$ cat config.mk
export PLATFORM = sky130hd
export DESIGN_NAME = spatial_dither
export DESIGN_NICKNAME = d
export VERILOG_FILES = /design/src/rtl/sdith_pkg.sv /design/src/rtl/sdith_lfsr.sv /design/src/rtl/sdith_fcnt.sv /design/src/rtl/sdith_chan.sv /design/src/rtl/spatial_dither.sv
export SDC_FILE = /design/constraint.sdc
export NUM_CORES = 1
export LEC_CHECK = 0
export BUFFER_PORTS_ARGS = -buffer_cell sky130_fd_sc_hd__clkbuf_2
export CAP_MARGIN = 40
export CORE_MARGIN = 2
export CORE_UTILIZATION = 35
export DETAILED_ROUTE_END_ITERATION = 8
export PLACE_DENSITY = 0.54
export SLEW_MARGIN = 0
export SYNTH_ARGS = -nofsm -noshare
export SYNTH_HDL_FRONTEND = slang
export SYNTH_HIERARCHICAL = 1
export SYNTH_SLANG_ARGS = --single-unit
$ cat constraint.sdc
create_clock -name clk -period 6.1 [get_ports clk]
set_input_delay 0.305 -clock clk [delete_from_list [all_inputs] [get_ports clk]]
set_output_delay 0.305 -clock clk [all_outputs]
set_load 0.005 [all_outputs]
$ cat src/rtl/sdith_pkg.sv
package sdith_pkg;
  // generator width is fixed by the feedback polynomials
  localparam int GEN_W = 28;
  localparam int N_CH  = 3;

  typedef enum logic [1:0] {
    DEPTH_6   = 2'd0,
    DEPTH_8   = 2'd1,
    DEPTH_10  = 2'd2,
    DEPTH_RSV = 2'd3
  } depth_e;

  // low feedback tap (exponent) per channel generator
  function automatic int tap_of(input int ch);
    case (ch)
      0:       return 3;
      1:       return 9;
      default: return 13;
    endcase
  endfunction
endpackage

$ cat src/rtl/sdith_lfsr.sv
module sdith_lfsr #(
  parameter int W       = 28,
  parameter int TAP     = 3,
  parameter int FIELD_W = 6
) (
  input  logic               clk,
  input  logic               rst_n,
  input  logic               load,
  input  logic               adv,
  input  logic               reseed,
  input  logic [W-1:0]       seed,
  input  logic [W-1:0]       reseed_val,
  output logic [FIELD_W-1:0] fld_lo,
  output logic [FIELD_W-1:0] fld_hi
);
  logic [W-1:0] st;
  logic [W-1:0] cur;
  logic [W-1:0] nxt;

  // state used by the pixel being accepted
  assign cur    = (adv && reseed) ? reseed_val : st;
  assign nxt    = {cur[W-2:0], cur[W-1] ^ cur[TAP-1]};
  assign fld_lo = cur[FIELD_W-1:0];
  assign fld_hi = cur[W-1 -: FIELD_W];

  always_ff @(posedge clk) begin
    if (!rst_n || load) st <= seed;
    else if (adv)       st <= nxt;
  end

  property p_hold;
    @(posedge clk) disable iff (!rst_n) (!load && !adv) |=> (st == $past(st));
  endproperty
  assert_gen_hold_R6: assert property (p_hold);

  property p_load;
    @(posedge clk) disable iff (!rst_n) load |=> (st == $past(seed));
  endproperty
  assert_gen_seeded_R2: assert property (p_load);
endmodule

$ cat src/rtl/sdith_fcnt.sv
module sdith_fcnt #(
  parameter int W = 4
) (
  input  logic         clk,
  input  logic         rst_n,
  input  logic         clear,
  input  logic         bump,
  output logic [W-1:0] rev
);
  logic [W-1:0] cnt;

  always_ff @(posedge clk or negedge rst_n) begin
    if (!rst_n)     cnt <= '0;
    else if (clear) cnt <= '0;
    else if (bump)  cnt <= cnt + 1'b1;
  end

  always_comb begin
    for (int i = 0; i < W; i++) rev[i] = cnt[W-1-i];
  end

  property p_wrap;
    @(posedge clk) disable iff (!rst_n) (bump && !clear && cnt == '1) |=> (cnt == '0);
  endproperty
  assert_count_wrap_R7: assert property (p_wrap);

  property p_still;
    @(posedge clk) disable iff (!rst_n) (!bump && !clear) |=> $stable(cnt);
  endproperty
  assert_count_still_R7: assert property (p_still);
endmodule

$ cat src/rtl/sdith_chan.sv
module sdith_chan #(
  parameter int IN_W     = 12,
  parameter int OUT_W    = 8,
  parameter int NARROW_W = 6,
  localparam int DROP_N  = IN_W - NARROW_W,
  localparam int DROP_W  = IN_W - OUT_W
) (
  input  logic              clk,
  input  logic              rst_n,
  input  logic              take,
  input  logic              active,
  input  logic              narrow,
  input  logic              hp,
  input  logic              line_start,
  input  logic [DROP_N-1:0] field,
  input  logic [IN_W-1:0]   pix,
  output logic [OUT_W-1:0]  res
);
  logic [DROP_N-1:0] prev;
  logic [DROP_N-1:0] hist;
  logic [DROP_N-1:0] d6;
  logic [IN_W-1:0]   dith;
  logic [IN_W:0]     sum;
  logic [IN_W-1:0]   sat;
  logic [OUT_W-1:0]  res_d;

  always_comb begin
    hist = line_start ? '0 : prev;
    d6   = hp ? (field ^ hist) : field;
    dith = '0;
    if (active) dith = narrow ? IN_W'(d6) : IN_W'(d6[DROP_W-1:0]);
    sum  = {1'b0, pix} + {1'b0, dith};
    sat  = sum[IN_W] ? '1 : sum[IN_W-1:0];
    res_d = narrow ? {sat[IN_W-1 -: NARROW_W], {(OUT_W-NARROW_W){1'b0}}}
                   : sat[IN_W-1 -: OUT_W];
  end

  always_ff @(posedge clk or negedge rst_n) begin
    if (!rst_n)       prev <= '0;
    else if (!active) prev <= '0;
    else if (take)    prev <= field;
  end

  always_ff @(posedge clk) begin
    if (take) res <= res_d;
  end

  // saturating sum never falls below the input and pins at full scale
  property p_sat;
    @(posedge clk) disable iff (!rst_n)
      take |-> ((sat >= pix) && (!sum[IN_W] || sat == '1));
  endproperty
  assert_sat_floor_R5: assert property (p_sat);

  property p_step;
    @(posedge clk) disable iff (!rst_n)
      take |-> (narrow ? ((res_d >> (OUT_W-NARROW_W)) - OUT_W'(pix >> DROP_N) <= 1)
                       : ((res_d - OUT_W'(pix >> DROP_W)) <= 1));
  endproperty
  assert_one_level_R5: assert property (p_step);

  property p_narrow;
    @(posedge clk) disable iff (!rst_n)
      (take && narrow) |=> (res[OUT_W-NARROW_W-1:0] == '0);
  endproperty
  assert_low_bits_zero_R1: assert property (p_narrow);

  property p_plain;
    @(posedge clk) disable iff (!rst_n)
      (take && !active && !narrow) |=> (res == $past(pix[IN_W-1 -: OUT_W]));
  endproperty
  assert_plain_trunc_R2: assert property (p_plain);
endmodule

$ cat src/rtl/spatial_dither.sv
module spatial_dither
  import sdith_pkg::*;
#(
  parameter int IN_W     = 12,
  parameter int OUT_W    = 8,
  parameter int NARROW_W = 6,
  parameter int FCNT_W   = 4
) (
  input  logic             clk,
  input  logic             rst_n,
  input  logic             cfg_en,
  input  logic [1:0]       cfg_depth,
  input  logic             cfg_mode,
  input  logic             cfg_rgb_sep,
  input  logic             cfg_frame_rand,
  input  logic             cfg_highpass,
  input  logic [GEN_W-1:0] cfg_seed_r,
  input  logic [GEN_W-1:0] cfg_seed_g,
  input  logic [GEN_W-1:0] cfg_seed_b,
  input  logic             in_valid,
  output logic             in_ready,
  input  logic             in_sof,
  input  logic             in_sol,
  input  logic [IN_W-1:0]  in_r,
  input  logic [IN_W-1:0]  in_g,
  input  logic [IN_W-1:0]  in_b,
  output logic             out_valid,
  input  logic             out_ready,
  output logic [OUT_W-1:0] out_r,
  output logic [OUT_W-1:0] out_g,
  output logic [OUT_W-1:0] out_b
);
  localparam int DROP_N = IN_W - NARROW_W;

  logic take;
  logic active;
  logic narrow;
  logic fr_hit;
  logic [FCNT_W-1:0] frev;

  logic [GEN_W-1:0]  seed_a [N_CH];
  logic [IN_W-1:0]   pix_a  [N_CH];
  logic [OUT_W-1:0]  res_a  [N_CH];
  logic [DROP_N-1:0] lo_a   [N_CH];
  logic [DROP_N-1:0] hi_a   [N_CH];
  logic [DROP_N-1:0] fld_a  [N_CH];

  assign seed_a[0] = cfg_seed_r;
  assign seed_a[1] = cfg_seed_g;
  assign seed_a[2] = cfg_seed_b;
  assign pix_a[0]  = in_r;
  assign pix_a[1]  = in_g;
  assign pix_a[2]  = in_b;
  assign out_r     = res_a[0];
  assign out_g     = res_a[1];
  assign out_b     = res_a[2];

  assign in_ready = !out_valid || out_ready;
  assign take     = in_valid && in_ready;
  assign narrow   = (cfg_depth == DEPTH_6);
  assign active   = cfg_en && ((cfg_depth == DEPTH_6) || (cfg_depth == DEPTH_8));
  assign fr_hit   = cfg_frame_rand && in_sof;

  always_ff @(posedge clk or negedge rst_n) begin
    if (!rst_n)         out_valid <= 1'b0;
    else if (take)      out_valid <= 1'b1;
    else if (out_ready) out_valid <= 1'b0;
  end

  sdith_fcnt #(.W(FCNT_W)) u_fcnt (
    .clk   (clk),
    .rst_n (rst_n),
    .clear (!active),
    .bump  (take && active && fr_hit),
    .rev   (frev)
  );

  for (genvar c = 0; c < N_CH; c++) begin : g_ch
    sdith_lfsr #(.W(GEN_W), .TAP(tap_of(c)), .FIELD_W(DROP_N)) u_gen (
      .clk        (clk),
      .rst_n      (rst_n),
      .load       (!active),
      .adv        (take && active),
      .reseed     (fr_hit),
      .seed       (seed_a[c]),
      .reseed_val (seed_a[c] ^ {{(GEN_W-FCNT_W){1'b0}}, frev}),
      .fld_lo     (lo_a[c]),
      .fld_hi     (hi_a[c])
    );

    // shared mode feeds every channel from the red generator
    assign fld_a[c] = cfg_mode ? (cfg_rgb_sep ? hi_a[c] : hi_a[0])
                               : (cfg_rgb_sep ? lo_a[c] : lo_a[0]);

    sdith_chan #(.IN_W(IN_W), .OUT_W(OUT_W), .NARROW_W(NARROW_W)) u_chan (
      .clk        (clk),
      .rst_n      (rst_n),
      .take       (take),
      .active     (active),
      .narrow     (narrow),
      .hp         (cfg_highpass),
      .line_start (in_sof || in_sol),
      .field      (fld_a[c]),
      .pix        (pix_a[c]),
      .res        (res_a[c])
    );
  end

  property p_accept;
    @(posedge clk) disable iff (!rst_n) take |=> out_valid;
  endproperty
  assert_accept_latency_R9: assert property (p_accept);

  property p_stall;
    @(posedge clk) disable iff (!rst_n)
      (out_valid && !out_ready) |=> (out_valid && $stable({out_r, out_g, out_b}));
  endproperty
  assert_stall_hold_R9: assert property (p_stall);

  property p_drain;
    @(posedge clk) disable iff (!rst_n)
      (out_valid && out_ready && !in_valid) |=> !out_valid;
  endproperty
  assert_drain_R9: assert property (p_drain);
endmodule

==> reports/results.ini <==
[run_status]
status = complete, no violations

[global_routing]
grt_usage_pct = 15.8
grt_overflow = 0
grt_max_degree = 47
grt_pass1_wl_mm = 29.8
grt_pass1_vias = 5386
antenna_found_initial = 1

[timing]
setup_slack_ns = 1.39
holdWs_ns = 0.152
slew_headroom_pct = 47.2
period_share_pct = 77.2
min_period_ns = 4.71
fin_skew_ns = 0.0118
max_freq_mhz = 212
slew_viol_final = 0
tightest_slew_ns = 0.790
fin_tns_setup_ns = 0
finalSetupViolations = 0
hold_viol_final = 0
rsz0062_at_grt = no

[worst_setup_path]
ff2ff_path_depth = 15
arrival_ns = 4.88
critPathMaxFanout = 16
required_ns = 6.27
startpoint_type = flip-flop
criticalPathCategory = flip-flop to flip-flop
crit_path_end_kind = flip-flop

[power_and_ir_drop]
powerDensity_nw_per_um2 = 248
ir_worst_vdd_mv = 0.155
p_leak_nw = 4.60
power.total_mw = 2.46

[layout]
drive_gt1_share_pct = 36.9
postLayoutCellArea_um2 = 9900
syn2layout_area_growth_pct = 20.6
final_cells = 1167
finalNetCount = 984
diodes = 0
utilization_pct = 42.5

[die]
rows = 56
die-area_um2 = 24700
io_pins = 159
core_um2 = 23300
die_w_um = 157
initial_utilization_pct = 35.3
die_height_um = 157

[placed_design]
placed_area_um2 = 9300
pre_cts_slack_ns = 1.30
port_buffers = 158
placed_cells = 1134
dp_hpwl_mm = 14.3
gp_congestion = 0.791

[clocking]
clk_path_buf_depth = 2
clock-sinks = 131
clkTransAtPathRegs_ns = 0.06
postCtsResizedCells = 0
cts_buffers = 17
clock_latency_ns = 0.42
root_buffer = clkbuf_16
post_cts_buffers = 0
cts_tree = yes
cts_hold_buf = 1
htreeDepth = 4

[route]
wl_per_cell_um = 16.7
routed_wl_mm = 19.5
ant_nets = 0
viasPerCell = 4.84
drt_first_pass_iters = 4
route.detailed.drc = 0
via_count = 5643
drtIter0Drc = 378

[worst_hold_path]
hold_depth = 3
hold_path.class = input port to flip-flop

[logic_synthesis]
synth_area_leaders = edfxtp_1 40%, mux2i_1 8.5%, mux2_2 7.4%
yosys.area.top_type = edfxtp_1
ys_seq_area_share_pct = 46.5
synth_top_cell_area_share_pct = 39.5
synth_seq_cells = 131
syn_inst = 683
synth_edf_count = 108
async_flop_share_pct = 17.6
yosys_warnings = 6
synth_ff_type = edfxtp_1
syn_area_um2 = 8210
synth_fp_nets = 832
synth.avg_cell_area_um2 = 12.0
yosysUniqueCellTypes = 41

[run]
maxCapViolations = 0

==> registers in the layout, indices dropped and copies added, names as in the netlist <==
register and cells:
g_ch.u_gen/st 84, g_ch.u_chan/res 24, u_fcnt/cnt 4, out_valid 1, g_ch.u_chan/prev 18
==> report_power, final <==
part           internal, mW  total, mW  switching, mW
Clock                 0.605       1.02          0.419
Combinational         0.181      0.363          0.182
Sequential             1.05       1.07         0.0215
Total                  1.84       2.46          0.622
==> area by class of cell <==
cell class	count	area, µm²
Clock buffer	17	425
Clock inverter	15	158
Fill cell	2259	13400
Inverter	12	45.0
Multi-Input combinational cell	504	4130
Sequential cell	131	3820
Tap cell	319	399
Timing Repair Buffer	169	918
==> worst paths after layout <==
check	start	slack [ns]	end
max	out_valid	1.39	g_ch[1].u_chan/res[6]
min	in_valid	0.15	out_valid
max reg2reg	out_valid	1.39	g_ch[1].u_chan/res[6]
min reg2reg	g_ch[1].u_chan/prev[5]	0.55	g_ch[1].u_chan/prev[5]
max in group asynchronous	rst_n	5.15	out_valid
min in group asynchronous	rst_n	0.49	g_ch[0].u_chan/prev[5]
==> layer usage <==
layer  share of wire, %  up-vias  track usage (%)  wire, µm
met5              0.067        -                0        13
met4               0.87        2             3.46       170
met3                6.7       13             4.74      1300
met2                 45      145             24.1      8800
met1                 47     2669             22.2      9230
li1                   -     2814                -         -
==> placed cells by master, fill, tap and decap left out, types with 10 or more instances in the layout <==
| cell | n |
|---|---|
| a21oi_1 | 19 |
| ha_1 | 16 |
| xnor2_1 | 16 |
| mux2_2 | 54 |
| inv_1 | 12 |
| dfrtp_1 | 23 |
| and2_1 | 10 |
| mux2i_1 | 70 |
| nor2_1 | 10 |
| edfxtp_1 | 108 |
| mux2_4 | 34 |
| nand4_1 | 10 |
| clkbuf_2 | 158 |
| xor2_1 | 27 |
| mux4_2 | 10 |
| nand2_1 | 88 |
| o21ai_0 | 57 |
| nor2b_1 | 20 |
| clkbuf_16 | 17 |
==> worst max-delay path, stage by stage, from the launching register on <==
cell	delay, ns
dfrtp_1	0.34
nor2b_1	0.35
nor3_1	0.12
buf_4	0.19
nand2_2	0.39
buf_4	0.36
mux2_4	0.34
mux4_2	0.51
xnor2_1	0.14
and2_1	0.15
ha_1	0.28
and3_1	0.18
nand3_1	0.10
or3_1	0.46
a21oi_1	0.20
mux2_2	0.34
==> cell families after synthesis <==
family	share of synthesized area (%)
compound gates	6.91
xor+xnor	4.59
fa+ha+maj	2.44
buf+inv	3.25
flops	46.5
mux	26.0
simple gates	10.3
==> cells in the mapped netlist (4+ instances only) <==
cell / number
and2_1: 10
o21ai_0: 57
dfrtp_1: 23
nand3b_1: 4
buf_2: 9
ha_1: 16
nand2_1: 88
or2_2: 4
nor2b_1: 20
xnor2_1: 16
clkbuf_1: 15
inv_1: 12
nand3_1: 6
mux2i_1: 70
nand2b_1: 7
mux2_4: 34
edfxtp_1: 108
a21oi_1: 19
buf_4: 4
mux2_2: 54
xor2_1: 27
mux4_2: 10
buf_6: 8
nand4_1: 10
nor2_1: 11
Power figures use the tool's default switching activity.
